--- src/rtl/tds_pkg.sv ---
package tds_pkg;
  typedef enum logic [2:0] {
    ST_IDLE, ST_PLATE, ST_MEAS1, ST_DISCH, ST_MEAS2, ST_DECIDE, ST_WB
  } tds_state_e;
endpackage

--- src/rtl/tds_stop_sync.sv ---
module tds_stop_sync #(
  parameter int SYNC_STAGES = 2
) (
  input  logic clk,
  input  logic rst_n,
  input  logic stop_in,
  output logic stop_rise
);
  localparam int LAST = SYNC_STAGES;

  logic [LAST:0] sh;

  always_ff @(posedge clk) begin
    if (!rst_n) sh <= '0;
    else        sh <= {sh[LAST-1:0], stop_in};
  end

  // rising edge seen between the last two synchronised samples
  assign stop_rise = sh[LAST-1] & ~sh[LAST];

  AST_RISE_SINGLE: assert property (@(posedge clk) disable iff (!rst_n)
    stop_rise |=> !stop_rise);
endmodule

--- src/rtl/tds_delay_chain.sv ---
module tds_delay_chain #(
  parameter int SLICES = 32
) (
  input  logic              clk,
  input  logic              rst_n,
  input  logic              arm,
  input  logic              start,
  input  logic              stop_rise,
  output logic [SLICES-1:0] code,
  output logic              fin,
  output logic              sat
);
  logic run;
  logic start_ok;

  assign start_ok = arm & start & ~run;

  always_ff @(posedge clk) begin
    if (!rst_n) begin
      code <= '0;
      run  <= 1'b0;
      fin  <= 1'b0;
      sat  <= 1'b0;
    end else begin
      fin <= 1'b0;
      sat <= 1'b0;
      if (start_ok) begin
        code <= {{(SLICES-1){1'b0}}, 1'b1};
        run  <= 1'b1;
      end else if (run) begin
        if (stop_rise) begin
          run <= 1'b0;
          fin <= 1'b1;
        end else if (code[SLICES-1]) begin
          run <= 1'b0;
          fin <= 1'b1;
          sat <= 1'b1;
        end else begin
          code <= {code[SLICES-2:0], 1'b1};
        end
      end
    end
  end

  AST_THERMO_SHAPE: assert property (@(posedge clk) disable iff (!rst_n)
    (code & (code + 1'b1)) == '0);
  AST_FROZEN_CODE: assert property (@(posedge clk) disable iff (!rst_n)
    (!run && !start_ok) |=> $stable(code));
  AST_SAT_FULL: assert property (@(posedge clk) disable iff (!rst_n)
    sat |-> (fin && code[SLICES-1]));
endmodule

--- src/rtl/tds_slice_cmp.sv ---
module tds_slice_cmp #(
  parameter int SLICES = 32
) (
  input  logic              clk,
  input  logic              rst_n,
  input  logic              cap,
  input  logic [SLICES-1:0] live,
  output logic              any_hi
);
  logic [SLICES-1:0] stq;
  logic [SLICES-1:0] slice_hi;

  // registers hold the complement of the first-pass code
  always_ff @(posedge clk) begin
    if (!rst_n)   stq <= '1;
    else if (cap) stq <= ~live;
  end

  for (genvar i = 0; i < SLICES; i++) begin : g_slice
    assign slice_hi[i] = ~(live[i] | stq[i]);
  end

  assign any_hi = |slice_hi;

  AST_STORE_HOLD: assert property (@(posedge clk) disable iff (!rst_n)
    !cap |=> $stable(stq));
endmodule

--- src/rtl/tds_sequencer.sv ---
module tds_sequencer import tds_pkg::*; #(
  parameter int PLATE_CYC = 3,
  parameter int DISCH_CYC = 4,
  parameter int WB_CYC    = 3
) (
  input  logic clk,
  input  logic rst_n,
  input  logic req_valid,
  output logic req_ready,
  input  logic fin,
  input  logic sat,
  input  logic any_hi,
  output logic arm,
  output logic cap,
  output logic plate_strobe,
  output logic disch_strobe,
  output logic wb_strobe,
  output logic data_out,
  output logic data_valid,
  output logic timeout
);
  localparam int MAXC = (PLATE_CYC > DISCH_CYC) ?
                        ((PLATE_CYC > WB_CYC) ? PLATE_CYC : WB_CYC) :
                        ((DISCH_CYC > WB_CYC) ? DISCH_CYC : WB_CYC);
  localparam int CW = (MAXC < 2) ? 1 : $clog2(MAXC + 1);

  tds_state_e    st;
  logic [CW-1:0] cnt;

  assign req_ready    = (st == ST_IDLE);
  assign arm          = ((st == ST_MEAS1) || (st == ST_MEAS2)) && !fin;
  assign cap          = (st == ST_MEAS1) && fin;
  assign plate_strobe = (st == ST_PLATE);
  assign disch_strobe = (st == ST_DISCH);
  assign wb_strobe    = (st == ST_WB);

  always_ff @(posedge clk) begin
    if (!rst_n) begin
      st         <= ST_IDLE;
      cnt        <= '0;
      data_out   <= 1'b0;
      data_valid <= 1'b0;
      timeout    <= 1'b0;
    end else begin
      data_valid <= 1'b0;
      unique case (st)
        ST_IDLE: if (req_valid) begin
          st      <= ST_PLATE;
          cnt     <= CW'(PLATE_CYC - 1);
          timeout <= 1'b0;
        end
        ST_PLATE: begin
          if (cnt == '0) st <= ST_MEAS1;
          else           cnt <= cnt - 1'b1;
        end
        ST_MEAS1: if (fin) begin
          st  <= ST_DISCH;
          cnt <= CW'(DISCH_CYC - 1);
          if (sat) timeout <= 1'b1;
        end
        ST_DISCH: begin
          if (cnt == '0) st <= ST_MEAS2;
          else           cnt <= cnt - 1'b1;
        end
        ST_MEAS2: if (fin) begin
          st <= ST_DECIDE;
          if (sat) timeout <= 1'b1;
        end
        ST_DECIDE: begin
          st         <= ST_WB;
          cnt        <= CW'(WB_CYC - 1);
          data_out   <= ~any_hi;
          data_valid <= 1'b1;
        end
        ST_WB: begin
          if (cnt == '0) st <= ST_IDLE;
          else           cnt <= cnt - 1'b1;
        end
        default: st <= ST_IDLE;
      endcase
    end
  end

  AST_READY_DROP: assert property (@(posedge clk) disable iff (!rst_n)
    (req_valid && req_ready) |=> (!req_ready && plate_strobe));
  AST_VALID_PULSE: assert property (@(posedge clk) disable iff (!rst_n)
    data_valid |=> !data_valid);
  AST_VALID_WITH_WB: assert property (@(posedge clk) disable iff (!rst_n)
    data_valid |-> $rose(wb_strobe));
  AST_STROBE_EXCL: assert property (@(posedge clk) disable iff (!rst_n)
    $onehot0({plate_strobe, disch_strobe, wb_strobe}));
  AST_NO_ARM_IN_DISCH: assert property (@(posedge clk) disable iff (!rst_n)
    disch_strobe |-> !arm);
endmodule

--- src/rtl/tds_sense.sv ---
module tds_sense #(
  parameter int SLICES      = 32,
  parameter int SYNC_STAGES = 2,
  parameter int PLATE_CYC   = 3,
  parameter int DISCH_CYC   = 4,
  parameter int WB_CYC      = 3
) (
  input  logic clk,
  input  logic rst_n,
  input  logic req_valid,
  output logic req_ready,
  input  logic start_pulse,
  input  logic stop_in,
  output logic plate_strobe,
  output logic disch_strobe,
  output logic wb_strobe,
  output logic data_out,
  output logic data_valid,
  output logic timeout
);
  logic              stop_rise;
  logic              arm;
  logic              cap;
  logic              fin;
  logic              sat;
  logic              any_hi;
  logic [SLICES-1:0] code;

  tds_stop_sync #(.SYNC_STAGES(SYNC_STAGES)) u_sync (
    .clk(clk), .rst_n(rst_n), .stop_in(stop_in), .stop_rise(stop_rise)
  );

  tds_delay_chain #(.SLICES(SLICES)) u_chain (
    .clk(clk), .rst_n(rst_n), .arm(arm), .start(start_pulse),
    .stop_rise(stop_rise), .code(code), .fin(fin), .sat(sat)
  );

  tds_slice_cmp #(.SLICES(SLICES)) u_cmp (
    .clk(clk), .rst_n(rst_n), .cap(cap), .live(code), .any_hi(any_hi)
  );

  tds_sequencer #(
    .PLATE_CYC(PLATE_CYC), .DISCH_CYC(DISCH_CYC), .WB_CYC(WB_CYC)
  ) u_seq (
    .clk(clk), .rst_n(rst_n), .req_valid(req_valid), .req_ready(req_ready),
    .fin(fin), .sat(sat), .any_hi(any_hi), .arm(arm), .cap(cap),
    .plate_strobe(plate_strobe), .disch_strobe(disch_strobe),
    .wb_strobe(wb_strobe), .data_out(data_out), .data_valid(data_valid),
    .timeout(timeout)
  );
endmodule

--- config.mk ---
export PLATFORM = sky130hd
export DESIGN_NAME = tds_sense
export DESIGN_NICKNAME = d
export VERILOG_FILES = /design/src/rtl/tds_pkg.sv /design/src/rtl/tds_stop_sync.sv /design/src/rtl/tds_delay_chain.sv /design/src/rtl/tds_slice_cmp.sv /design/src/rtl/tds_sequencer.sv /design/src/rtl/tds_sense.sv
export SDC_FILE = /design/constraint.sdc
export NUM_CORES = 1
export LEC_CHECK = 0
export BUFFER_PORTS_ARGS = -buffer_cell sky130_fd_sc_hd__buf_2
export CORE_MARGIN = 2
export CORE_UTILIZATION = 25
export CTS_BUF_LIST = sky130_fd_sc_hd__clkbuf_16
export DETAILED_ROUTE_END_ITERATION = 8
export GPL_TIMING_DRIVEN = 0
export SYNTH_ARGS = -nofsm -noshare
export SYNTH_HDL_FRONTEND = slang
export SYNTH_HIERARCHICAL = 1
export SYNTH_SLANG_ARGS = --single-unit
--- constraint.sdc ---
create_clock -name clk -period 2.6 [get_ports clk]
set_input_delay 0.13 -clock clk [delete_from_list [all_inputs] [get_ports clk]]
set_output_delay 0.13 -clock clk [all_outputs]
set_load 0.01 [all_outputs]
# == Word-level counts from Yosys, hierarchy flattened ==
# Index checks and enable logic that the tools add are counted.
# classes
add_sub_neg,1
n_eq_ne,17
muxes,25
n_bitwise,74
reduce_logical,21
# op_table
op,count
1-bit NOT,38
32-bit 2-to-1 mux,1
32-bit NOT,1
1-bit bitwise OR,32
32-bit OR reduction,1
3-bit 2-to-1 mux,8
3-bit one-hot mux with 7 select lines,1
1-bit 2-to-1 mux,13
"2-bit by 1-bit != test with 1-bit output, second input constant",6
3-bit one-hot mux with 4 select lines,1
"2-bit != test, second input constant",5
"3-bit equality test, second input constant",3
4-bit AND reduction,2
"3-bit by 2-bit equality test with 1-bit output, second input constant",2
3-bit logical NOT,2
3-bit AND reduction,2
6-bit AND reduction,1
3-bit OR reduction,2
2-bit nonzero test,2
4-bit nonzero test,1
2-bit OR reduction,2
4-bit OR reduction,1
1-bit AND,3
"3-bit by 1-bit equality test with 1-bit output, second input constant",1
6 further kinds,7
# totals
reg_bits,79
in_bits,5
out_inout_bits,7
elab_cells,151

# == Longest topological paths before layout ==
# logic_depth
ltp_word,7
depth_mapped,8
ltp_nobuf,6

# == By module ==
# The synthesis kept the hierarchy.
# modules_own_cells
module,instances,cells_per_inst,area_per_inst_um2,seq_area_each_um2
tds_delay_chain,1,147,1446.4,700.7
tds_slice_cmp,1,159,1306.3,640.6
tds_sequencer,1,73,644.4,180.2
tds_stop_sync,1,7,92.6,60.1

# == Worst setup path after synthesis ==
# Ideal clock, no wire load.
# synth_timing
path_kind,register to register
from,register u_seq.st[1]
to,register u_chain.code[31]
setup_time_ps,123
arrival_ps,1351
required_ps,2477
setup_slack_ps,1126
path_stages_with_launch,9
path_buffers,3
period_less_slack_ps,1474
path_cell_list,dfxtp_1 buf_6 buf_2 xnor2_1 nor3_1 nand3b_1 nand2_1 buf_2 nor2_1
# synth_between
elab_chain_cells,6
elab_cells_between_ends,7
classes_between,eq/ne (2); bitwise (2); reduce/logical (3)
# synth_rtl
item,line_no,rtl
"start, declared",tds_sequencer.sv:27,tds_state_e st;
"start signal, assigned",tds_sequencer.sv:39,st <= ST_IDLE;
"start signal, assigned",tds_sequencer.sv:48,st <= ST_PLATE;
"start signal, assigned",tds_sequencer.sv:53,if (cnt == '0) st <= ST_MEAS1;
3-bit by 2-bit equality test with 1-bit output / 3-bit equality test (equally long branches),tds_sequencer.sv:31,assign arm = ((st == ST_MEAS1) || (st == ST_MEAS2)) && !fin;
1-bit logical OR (*),tds_sequencer.sv:31,
1-bit logical AND (*),tds_sequencer.sv:31,
named net arm,tds_sense.sv:22,logic arm;
1-bit AND (*) (2 in a row),tds_delay_chain.sv:16,assign start_ok = arm & start & ~run;
2-bit OR reduction (no line) (*),-,
"end signal, assigned",tds_delay_chain.sv:28,"code <= {{(SLICES-1){1'b0}}, 1'b1};"
"end signal, assigned",tds_delay_chain.sv:39,"code <= {code[SLICES-2:0], 1'b1};"
"end, declared",tds_delay_chain.sv:9,"output logic [SLICES-1:0] code,"
# Mark *: on every way through the listed nets, which the timed path passes. The rest lies on a longest branch.
# A chain may end at the register's enable or synchronous reset.

# == Worst setup path after layout ==
# layout_timing
from,register u_seq.st[2]
to,register u_chain.code[14]
# The elaborated chain is that of the path after synthesis.

==> impl_metrics.csv <==
group,metric,value,unit
sta,fin_crit_sh,69.1,%
placed_design,place.gp.congestion,0.798,
floorplanning,die_w,122,um
routing,wire_per_inst,13.5,um
synthesis,yosys_warnings,6,
run_status,status,"finished, final reports clean",
synthesis,synth-main-ff-cell,"dfxtp_1",
synthesis,yosysMostFrequentCell,"nand2_1",
pwr,p_leak,1.39,nW
global_route,grt_pass1_wl,13500,um
floorplanning,dieHeight,122,um
finish,final_area,4060,sq um
cts,post_cts_resized,0,
cts,cts_htree_levels,3,
synthesis,synth_edf_count,0,
worst_setup_path,endpoint_kind,"flip-flop",
synthesis,synth_area,3490,sq um
sta,finalSetupViolCount,0,
pwr,ir_worst_vdd,0.371,mV
cts,cts.path.max_buffers,2,
finish,num-fill-cells,1466,
global_route,met1_usage,14.2,%
global_route,antenna_found_initial,0,
finish,final_nets,416,
synthesis,synth.top_cell.area_share,45.3,%
finish,drive_above_1_share,30.5,%
sta,drv_slew,0,
placed_design,place_inst,577,
hold_path,hold_path_class,"in2reg",
floorplanning,io_pins,12,
routing,wl,8030,um
worst_setup_path,rrSetupSlack,0.80,ns
cts,cts_tree,"built",
worst_setup_path,cp_data_required_time,2.80,ns
global_route,grt_use_met3,2.81,%
synthesis,synth-seq-area-share,45.3,%
worst_setup_path,start_kind,"flip-flop",
cts,numClockSinks,79,
run,drv_cap,0,
synthesis,avgSynthCellArea,9.04,sq um
worst_setup_path,arrival,2.00,ns
placed_design,postPlaceCellArea,3770,sq um
sta,slew_headroom,66.5,%
cts,root_buffer,"clkbuf_16",
routing,drt_iter0_drc,172,
synthesis,yosys-top-cells-count,"nand2_1 (100), dfxtp_1 (79), o21ai_0 (36)",
pwr,power_density,777,nW/um^2
synthesis,ys_seq_elements,79,
synthesis,synthArstFlopShare,0,%
global_route,track_usage,11.6,%
finish,final_cells,593,
sta,period_minus_slack,1.80,ns
floorplanning,core,13800,sq um
global_route,grt_max_degree,19,
worst_setup_path,crit_fanout,10,
global_route,top_usage_layer,"met2",
global_route,grt_pass1_vias,2724,
sta,rsz0062_at_grt,"no",
routing,drc,0,
finish,antenna_cells,0,
floorplanning,num_rows,43,
placed_design,dp_hpwl,5550,um
pwr,p_total,3.15,mW
routing,vias,2733,
worst_setup_path,crit_type,"reg2reg",
global_route,grt.met2_usage,19.8,%
sta,worst_pin_slew,0.502,ns
synthesis,synthTopCellsByArea,"dfxtp_1 (45%), nand2_1 (11%), a21oi_2 (7.5%)",
sta,fmax,557,MHz
floorplanning,initial_core_util,25.3,%
synthesis,syn-num-nets,393,
cts,clock_latency,0.33,ns
placed_design,io_buffers,11,
sta,skew,0.00602,ns
synthesis,syn_inst,386,
sta,final.setup.tns,0,ns
finish,area_growth,16.3,%
synthesis,yosysTopAreaCell,"dfxtp_1",
floorplanning,dieArea,14900,sq um
cts,numCtsBuffers,9,
global_route,grt_overflow,0,
routing,viasPerCell,4.61,
sta,hold_viol,0,
routing,dr.pass1.iters,4,
routing,drtAntennaViolNets,0,
synthesis,synth_cell_types,50,
cts,clk_pin_slew,0.06,ns
-- cell usage in the layout (no fill, tap or decap), drive strengths merged, types with 4 or more instances in the layout --
master / instances
and2: 5
o221ai: 5
o22a: 4
dfxtp: 79
nor3: 8
clkbuf: 12
a21oi: 34
o21ai: 39
inv: 6
nor2: 11
buf: 33
o22ai: 8
nor2b: 4
nand2: 130
-- logic make-up after synthesis --
group,synth area share (%)
simple gates,23.7
compound gates,22.7
flops,45.3
buf+inv,6.74
xor+xnor,0.502
fa+ha+maj,0.717
mux,0.287
-- sequential cells by signal, indices dropped and copies added (netlist names), 3 cells and up --
| signal | count |
|---|---|
| u_sync/sh | 3 |
| u_seq/st | 3 |
| u_cmp/stq | 32 |
| u_chain/code | 32 |
| u_seq/cnt | 3 |
-- per-layer routing --
layer  part of all wire (%)  vias to the layer above
met5                      0                        -
met4                    2.3                        0
met3                    5.5                       15
met2                     47                       67
met1                     45                     1304
li1                       -                     1347
-- critical path: stages, from the launching register on --
cell      delay [ns]
dfxtp_1         0.49
buf_6           0.20
xnor2_1         0.07
nor3_1          0.18
nand3b_1        0.14
nand2_1         0.17
buf_2           0.34
a21oi_2         0.06
-- report_power, final --
part | internal, mW | switching [mW]
clock | 0.727 | 0.470
combinational | 0.269 | 0.405
sequential | 1.25 | 0.0291
-- final cells by class --
type                    count  area [sq um]  share of cell area (%)
repair buffers             12          65.1                    1.60
plain buffers              25           220                    5.42
flip-flops and latches     79          1580                    39.0
clock buffers               9           225                    5.55
inverters                   4          15.0                   0.370
well taps                 180           225                    5.55
clock inverters             6          55.1                    1.36
multi-input cells         278          1670                    41.2
-- per-stage QoR --
step	hold slack, ns	setup WS [ns]	utilization (%)
3_3_place_gp	0.334	0.838	27.4
2_1_floorplan	0.192	1.13	-
6_report	0.157	0.804	29.5
4_1_cts	0.149	0.773	29.5
5_1_grt	0.165	0.580	29.5
3_5_place_dp	0.338	0.787	27.4
-- worst paths after layout --
check          startpoint                to  depth (start not counted)
max           u_seq/st[2]  u_chain/code[14]                          7
min                 rst_n     u_cmp/stq[31]                          2
max reg2reg   u_seq/st[2]  u_chain/code[14]                          7
min reg2reg  u_sync/sh[0]      u_sync/sh[1]                          1
-- timing repair --
action,CTS,global route
hold buffers,1,0
setup buffers,0,0
setup endpoints to repair,0,0
hold endpoints to repair,1,0
No activity file was read; power rests on OpenSTA's default activity.
